==> config.mk <==
export PLATFORM = sky130hd
export DESIGN_NAME = chain_timer_bank
export DESIGN_NICKNAME = d
export VERILOG_FILES = /design/src/rtl/tmr_pkg.sv /design/src/rtl/tmr_prescaler.sv /design/src/rtl/tmr_channel.sv /design/src/rtl/chain_timer_bank.sv
export SDC_FILE = /design/constraint.sdc
export NUM_CORES = 1
export LEC_CHECK = 0
export BUFFER_PORTS_ARGS = -buffer_cell sky130_fd_sc_hd__buf_2
export CORE_AREA = 2 2 115 229
export CTS_CLUSTER_SIZE = 8
export DETAILED_ROUTE_END_ITERATION = 8
export DIE_AREA = 0 0 117 231
export PLACE_DENSITY_LB_ADDON = 0.3
export SYNTH_ARGS = -nofsm -noshare
export SYNTH_HDL_FRONTEND = slang
export SYNTH_SLANG_ARGS = --single-unit
==> constraint.sdc <==
create_clock -name clk -period 5.2 [get_ports clk]
set_clock_uncertainty 0.1 [all_clocks]
set_input_delay 1.04 -clock clk [delete_from_list [all_inputs] [get_ports clk]]
set_output_delay 1.04 -clock clk [all_outputs]
set_load 0.01 [all_outputs]
==> src/rtl/tmr_pkg.sv <==
`timescale 1ns/1ps
package tmr_pkg;
  localparam int DIV_W = 10;

  typedef struct packed {
    logic       start;
    logic       ien;
    logic       casc;
    logic [1:0] psel;
  } tmr_ctrl_t;

  // terminal divider value for each prescale select
  function automatic logic [DIV_W-1:0] div_last(input logic [1:0] psel);
    case (psel)
      2'd0:    div_last = DIV_W'(0);
      2'd1:    div_last = DIV_W'(63);
      2'd2:    div_last = DIV_W'(255);
      default: div_last = DIV_W'(1023);
    endcase
  endfunction
endpackage

==> src/rtl/tmr_prescaler.sv <==
`timescale 1ns/1ps
module tmr_prescaler
  import tmr_pkg::*;
(
  input  logic       clk,
  input  logic       rst_n,
  input  logic       clr,
  input  logic       en,
  input  logic       tick,
  input  logic [1:0] psel,
  output logic       hit
);
  logic [DIV_W-1:0] div_q;

  assign hit = en && tick && (div_q == div_last(psel));

  always_ff @(posedge clk) begin
    if (!rst_n)          div_q <= '0;
    else if (clr)        div_q <= '0;
    else if (hit)        div_q <= '0;
    else if (en && tick) div_q <= div_q + DIV_W'(1);
  end
endmodule

==> src/rtl/tmr_channel.sv <==
`timescale 1ns/1ps
module tmr_channel
  import tmr_pkg::*;
#(
  parameter int CNT_W = 16
) (
  input  logic             clk,
  input  logic             rst_n,
  input  logic             tick,
  input  logic             wr_reload,
  input  logic             wr_ctrl,
  input  logic [CNT_W-1:0] wdata,
  input  logic             chain_in,
  output logic [CNT_W-1:0] cnt_o,
  output logic [CNT_W-1:0] reload_o,
  output tmr_ctrl_t        ctrl_o,
  output logic             ovf_o,
  output logic             irq_o
);
  logic [CNT_W-1:0] cnt_q, reload_q;
  tmr_ctrl_t        ctrl_q;
  logic             start_edge, hit, inc;

  assign start_edge = wr_ctrl && wdata[7] && !ctrl_q.start;
  assign inc        = ctrl_q.start && (ctrl_q.casc ? chain_in : hit);
  assign ovf_o      = inc && (cnt_q == {CNT_W{1'b1}});

  tmr_prescaler u_div (
    .clk  (clk),
    .rst_n(rst_n),
    .clr  (start_edge),
    .en   (ctrl_q.start && !ctrl_q.casc),
    .tick (tick),
    .psel (ctrl_q.psel),
    .hit  (hit)
  );

  always_ff @(posedge clk) begin
    if (!rst_n) begin
      cnt_q    <= '0;
      reload_q <= '0;
      ctrl_q   <= '0;
      irq_o    <= 1'b0;
    end else begin
      irq_o <= ovf_o && ctrl_q.ien;
      if (wr_reload) reload_q <= wdata;
      if (wr_ctrl) begin
        ctrl_q.start <= wdata[7];
        ctrl_q.ien   <= wdata[6];
        ctrl_q.casc  <= wdata[2];
        ctrl_q.psel  <= wdata[1:0];
      end
      if (start_edge || ovf_o) cnt_q <= reload_q;
      else if (inc)            cnt_q <= cnt_q + CNT_W'(1);
    end
  end

  assign cnt_o    = cnt_q;
  assign reload_o = reload_q;
  assign ctrl_o   = ctrl_q;
endmodule

==> src/rtl/chain_timer_bank.sv <==
`timescale 1ns/1ps
module chain_timer_bank
  import tmr_pkg::*;
#(
  parameter int NUM_TMR = 4,
  parameter int CNT_W   = 16,
  localparam int SEL_W  = $clog2(NUM_TMR)
) (
  input  logic               clk,
  input  logic               rst_n,
  input  logic               tick,
  input  logic               bus_wr,
  input  logic [SEL_W:0]     bus_addr,
  input  logic [CNT_W-1:0]   bus_wdata,
  input  logic [SEL_W-1:0]   rd_sel,
  output logic [2*CNT_W-1:0] rd_data,
  output logic [NUM_TMR-1:0] irq
);
  logic [NUM_TMR-1:0][CNT_W-1:0] cnt_a, reload_a;
  tmr_ctrl_t                     ctrl_a [NUM_TMR];
  logic [NUM_TMR-1:0]            ovf_v, start_v, casc_v, ien_v;

  for (genvar g = 0; g < NUM_TMR; g++) begin : g_tmr
    logic sel, chain;
    assign sel = bus_wr && (bus_addr[SEL_W:1] == SEL_W'(g));
    if (g == 0) begin : g_first
      assign chain = 1'b0;
    end else begin : g_next
      assign chain = ovf_v[g-1];
    end

    tmr_channel #(.CNT_W(CNT_W)) u_ch (
      .clk      (clk),
      .rst_n    (rst_n),
      .tick     (tick),
      .wr_reload(sel && !bus_addr[0]),
      .wr_ctrl  (sel && bus_addr[0]),
      .wdata    (bus_wdata),
      .chain_in (chain),
      .cnt_o    (cnt_a[g]),
      .reload_o (reload_a[g]),
      .ctrl_o   (ctrl_a[g]),
      .ovf_o    (ovf_v[g]),
      .irq_o    (irq[g])
    );

    assign start_v[g] = ctrl_a[g].start;
    assign casc_v[g]  = ctrl_a[g].casc;
    assign ien_v[g]   = ctrl_a[g].ien;
  end

  tmr_ctrl_t rd_ctrl;
  assign rd_ctrl = ctrl_a[rd_sel];
  assign rd_data = {CNT_W'({rd_ctrl.start, rd_ctrl.ien, 3'b000, rd_ctrl.casc, rd_ctrl.psel}),
                    cnt_a[rd_sel]};
endmodule

# Word level (Yosys, flattened, before mapping)
# Index checks and enable logic that the tools add are counted.
dict set report word_totals {
  reg_bits 192
  word_cells 154
  output_inout_bits 36
  inputBits 25
}
dict set report op_classes {
  n_eq_ne 19
  addsub 8
  n_bitwise 2
  n_reduce_logical 70
  magnitude_cmp 2
  muxes 21
}
# operator n
set op_table {}
lappend op_table {{two-way mux 16 bit} 9}
lappend op_table {{one-hot mux 10 bit (3 select lines)} 4}
lappend op_table {{adder 16 x 1 -> 16 bit (second input constant)} 4}
lappend op_table {{== test 16 bit (second input constant)} 4}
lappend op_table {{logical AND 1 bit} 44}
lappend op_table {{adder 10 x 1 -> 10 bit (second input constant)} 4}
lappend op_table {{== test 10 bit} 4}
lappend op_table {{binary-select mux 16 bit (select 2 bit)} 1}
lappend op_table {{== test 2 bit (second input constant)} 6}
lappend op_table {{OR reduction 3 bit} 4}
lappend op_table {{binary-select mux 5 bit (select 2 bit)} 1}
lappend op_table {{== test 2 x 1 -> 1 bit (second input constant)} 5}
lappend op_table {{logical NOT 2 bit} 5}
lappend op_table {{two-way mux 5 bit} 2}
lappend op_table {{logical NOT 1 bit} 9}
lappend op_table {{nonzero test 2 bit} 4}
lappend op_table {{logical OR 1 bit} 4}
lappend op_table {{two-way mux 1 bit} 4}
lappend op_table {{greater-or-equal comparator 3 bit (second input constant)} 1}
lappend op_table {{< comparator 2 x 3 -> 1 bit (second input constant)} 1}
lappend op_table {{NOT 2 -> 3 bit} 1}
lappend op_table {{NOT 1 bit} 1}

# Logic depth before layout (Yosys ltp)
dict set report logic_depth {
  ltp_word 18
  ltp_mapped 11
  depth_no_buf 8
}

# By module
# From an unflattened synthesis, not the netlist that was laid out.
dict set report unflattened {
  hier_cells 1089
  hier_area_um2 10142.2
}
# mod n_inst seq_area_each_um2 cells_each area_per_inst_um2
set by_module_without_submodules {}
lappend by_module_without_submodules {tmr_channel 4 760.7 199 1845.5}
lappend by_module_without_submodules {tmr_prescaler 4 200.2 62 521.8}
lappend by_module_without_submodules {chain_timer_bank 1 0.0 45 673.1}

# Least setup slack after synthesis
# OpenSTA, ideal clock, no wires.
dict set report synth_path {
  path_kind {input to output}
  startpoint {input port rd_sel[0]}
  endpoint {output port rd_data[0]}
  setup_slack_ns 1.900
  arrival_ns 2.160
  path_stages 2
  required_time_ns 4.060
  n_path_buf 1
  cell_sequence {buf_1 -> mux4_2}
}
dict set report synth_via {
  elab_chain_len 2
}
# element line
set synth_lines {}
lappend synth_lines {{start, declared} chain_timer_bank.sv:15} ;# input logic [SEL_W-1:0] rd_sel,
lappend synth_lines {{binary-select mux 16 bit (select 2 bit)} chain_timer_bank.sv:55} ;# cnt_a[rd_sel]};
lappend synth_lines {{two-way mux 16 bit (not written as such)} chain_timer_bank.sv:55}
lappend synth_lines {{end, declared} chain_timer_bank.sv:16} ;# output logic [2*CNT_W-1:0] rd_data,
# Every way passes these cells. The select of a mux whose other input is x is not followed.

# Worst setup path after layout
dict set report layout_path {
  startpoint {input port rd_sel[0]}
  endpoint {output port rd_data[10]}
}
# The elaborated chain is that of the path after synthesis.

==> results.yml <==
run_status:
  status: "finished, final reports clean"
hold_path:
  holdCritPathClass: "register to register"
floorplanning:
  ios: 61
  die_h_um: 231
  rows: 83
  die_w_um: 117
  coreArea_um2: 25400
  dieArea_um2: 27000
  start_util: 0.391
critical_path:
  cp_top_family: "buffers and inverters"
  crit_path_top_delay_cell: "mux4_2"
  critPathBufInv: 2
  crit_path_end_kind: "primary output"
  crit_fanout: 21
  cpPeakStageDelay_ns: 0.65
  critPathKind: "input port to primary output"
  start_kind: "input port"
  cpMostUsedCell: "buf_2"
  critPathArrivalTime_ns: 2.48
  required_ns: 4.06
  cp_cell_sequence: "buf_2, mux4_2, buf_2"
placed_design:
  io_buffers: 49
  placed_area_um2: 10300
  dp_hpwl_um: 21800
  dp.cells: 1560
  gp_congestion: 0.943
final_layout:
  final_cells: 1593
  post_route_cells_drive_above_1_share: 0.108
  area_growth_pct: 9.64
  stdcell_area_um2: 10900
  nets: 1272
timing:
  tns_ns: 0
  rsz0062_at_grt: "no"
  period_share: 0.695
  hold_violations: 0
  maxSlewViolCount: 0
  setup_viol: 0
  period_needed_ns: 3.62
  fmax_mhz: 277
  max_slew_margin: 0.234
  tightest_slew_ns: 1.15
clock_network:
  cts_buffers: 17
  cts-resized-gates: 0
  cts_tree: "done"
  clk_pin_slew_worst_paths_ns: 0.07
  cts_sinks: 192
  clk_latency_ns: 0.45
  cts-root-buf: "clkbuf_16"
  cts_buffer_depth: 2
  post_cts_buffers: 0
  hold_buffers: 0
  htree_levels: 4
drt:
  drt_pass1_iterations: 5
  drt_iter0_drc: 729
  via_per_inst: 5.77
  avgRoutedWirePerCell_um: 18.9
  finalWirelength_um: 30200
  drc: 0
  via_count: 9185
  antenna_left: 0
global_routing:
  grt_pass1_wl_um: 46600
  grt_max_degree: 100
  grt-ovfl-total: 0
  grt_pass1_vias: 8293
  antenna_found_initial: 2
  grt_use_total: 0.226
synthesis:
  ys_seq_area_frac: 0.386
  synth_top_area_cell: "dfxtp_1"
  synth_common_cells: "235 x nand2_1, 192 x dfxtp_1, 130 x a21oi_1"
  yosys.cell_count.top_type: "nand2_1"
  async_reset_ff_frac: 0
  synth_flop_cell: "dfxtp_1"
  syn_area_per_cell_um2: 8.06
  ys_types: 76
  netlist_instances: 1236
  synth-seq-cells: 192
  ys_top_cells_by_area: "dfxtp_1 39%, nand2_1 8.9%, a21oi_1 6.5%, nor2_1 4.8%, mux4_2 4.7%"
  synth_top_area_share: 0.386
  ys.warnings.count: 0
  netlist_area_um2: 9960
  synth_edf_count: 0
power_and_ir_drop:
  vdd_ir_drop_max_v: 0.000214
  powerDensity_nw_per_um2: 274
  p_leak_nw: 3.91
  p_total_mw: 2.99
job:
  cap_viol_max_count: 0
[layer usage]
metal | track usage | vias to the layer above | wire [um]
met5 | 0 | - | 7
met3 | 0.0420 | 58 | 1890
met2 | 0.351 | 320 | 14100
met1 | 0.307 | 4408 | 13100
li1 | - | 4397 | -
met4 | 0.0923 | 2 | 1080
[state kept, by name (all words and copies together), names as in the netlist]
signal / cells
g_tmr.u_ch.cnt_o: 64
g_tmr.u_ch.reload_o: 64
g_tmr.u_ch.u_div.div_q: 40
g_tmr.u_ch.ctrl_o: 20
g_tmr.u_ch.irq_o: 4
[worst min-delay path, cell delays in order, from the launching register on]
cell     delay (ns)
dfxtp_1        0.31
nand2_1        0.05
a21oi_1        0.05
[worst paths after layout]
check,startpoint,endpoint,slack (ns),cells past startpoint
min reg2reg,g_tmr[2].u_ch.reload_o[3],g_tmr[2].u_ch.reload_o[3],0.36,2
max,rd_sel[0],rd_data[10],1.58,3
min,g_tmr[2].u_ch.reload_o[3],g_tmr[2].u_ch.reload_o[3],0.36,2
max reg2reg,g_tmr[2].u_ch.cnt_o[0],g_tmr[2].u_ch.cnt_o[3],1.63,7
[kinds of logic (layout without fill, tap and decap cells)]
| family | count (synthesis) | count (layout) | synth area share |
|---|---|---|---|
| DFF | 192 | 192 | 0.386 |
| other | 1 | 12 | 0.000377 |
| and+or+nand+nor | 583 | 583 | 0.276 |
| muxes | 62 | 62 | 0.0888 |
| xor gates and xnor gates | 36 | 36 | 0.0317 |
| AOI/OAI and AO/OA | 262 | 262 | 0.162 |
| adders and majority gates | 8 | 8 | 0.0101 |
| buffers and inverters | 92 | 98 | 0.0447 |
[layout by cell type, fill, tap and decap left out, types with 5 or more instances in the layout]
cell type,netlist,routed
a21oi_1,130,130
a31oi_1,14,14
and2_1,5,5
and3_1,23,23
and4_1,10,10
buf_2,14,49
buf_4,15,6
clkbuf_16,0,17
conb_1,1,11
dfxtp_1,192,192
ha_1,8,8
inv_1,10,9
mux2i_1,40,40
mux4_2,21,21
nand2_1,235,235
nand2b_1,8,8
nand3_1,51,51
nand4_1,27,27
nor2_1,128,128
nor2b_1,5,5
nor3_1,25,23
nor4_1,15,15
o21a_1,6,6
o21ai_0,35,35
o22ai_1,16,16
o31a_1,5,5
o31ai_1,8,8
or2_2,6,6
or3_1,8,8
or4_1,7,7
xnor2_1,13,13
xor2_1,23,23
[power breakdown]
group / leakage (nW) / switching [mW] / internal, mW
sequential: 1.55 / 0.0219 / 1.49
combinational: 2.07 / 0.120 / 0.0513
clock: 0.288 / 0.613 / 0.696
[per-stage QoR]
step	hold slack (ns)	setup WS (ns)	util
2_1_floorplan	0.324	1.90	-
3_3_place_gp	0.343	1.49	0.406
3_5_place_dp	0.349	1.40	0.406
4_1_cts	0.359	1.58	0.429
5_1_grt	0.377	1.36	0.429
6_report	0.358	1.58	0.429
[cell type report]
class	instances	area [um2]
clock buffers	19	453
inverters	10	38.8
multi-input cells	962	5720
flip-flops and latches	192	3840
diodes	1	2.50
repair buffers	56	310
well taps	340	425
fillers	2604	14500
clock inverters	13	128
Note: power is estimated with default switching activity, not from simulation.
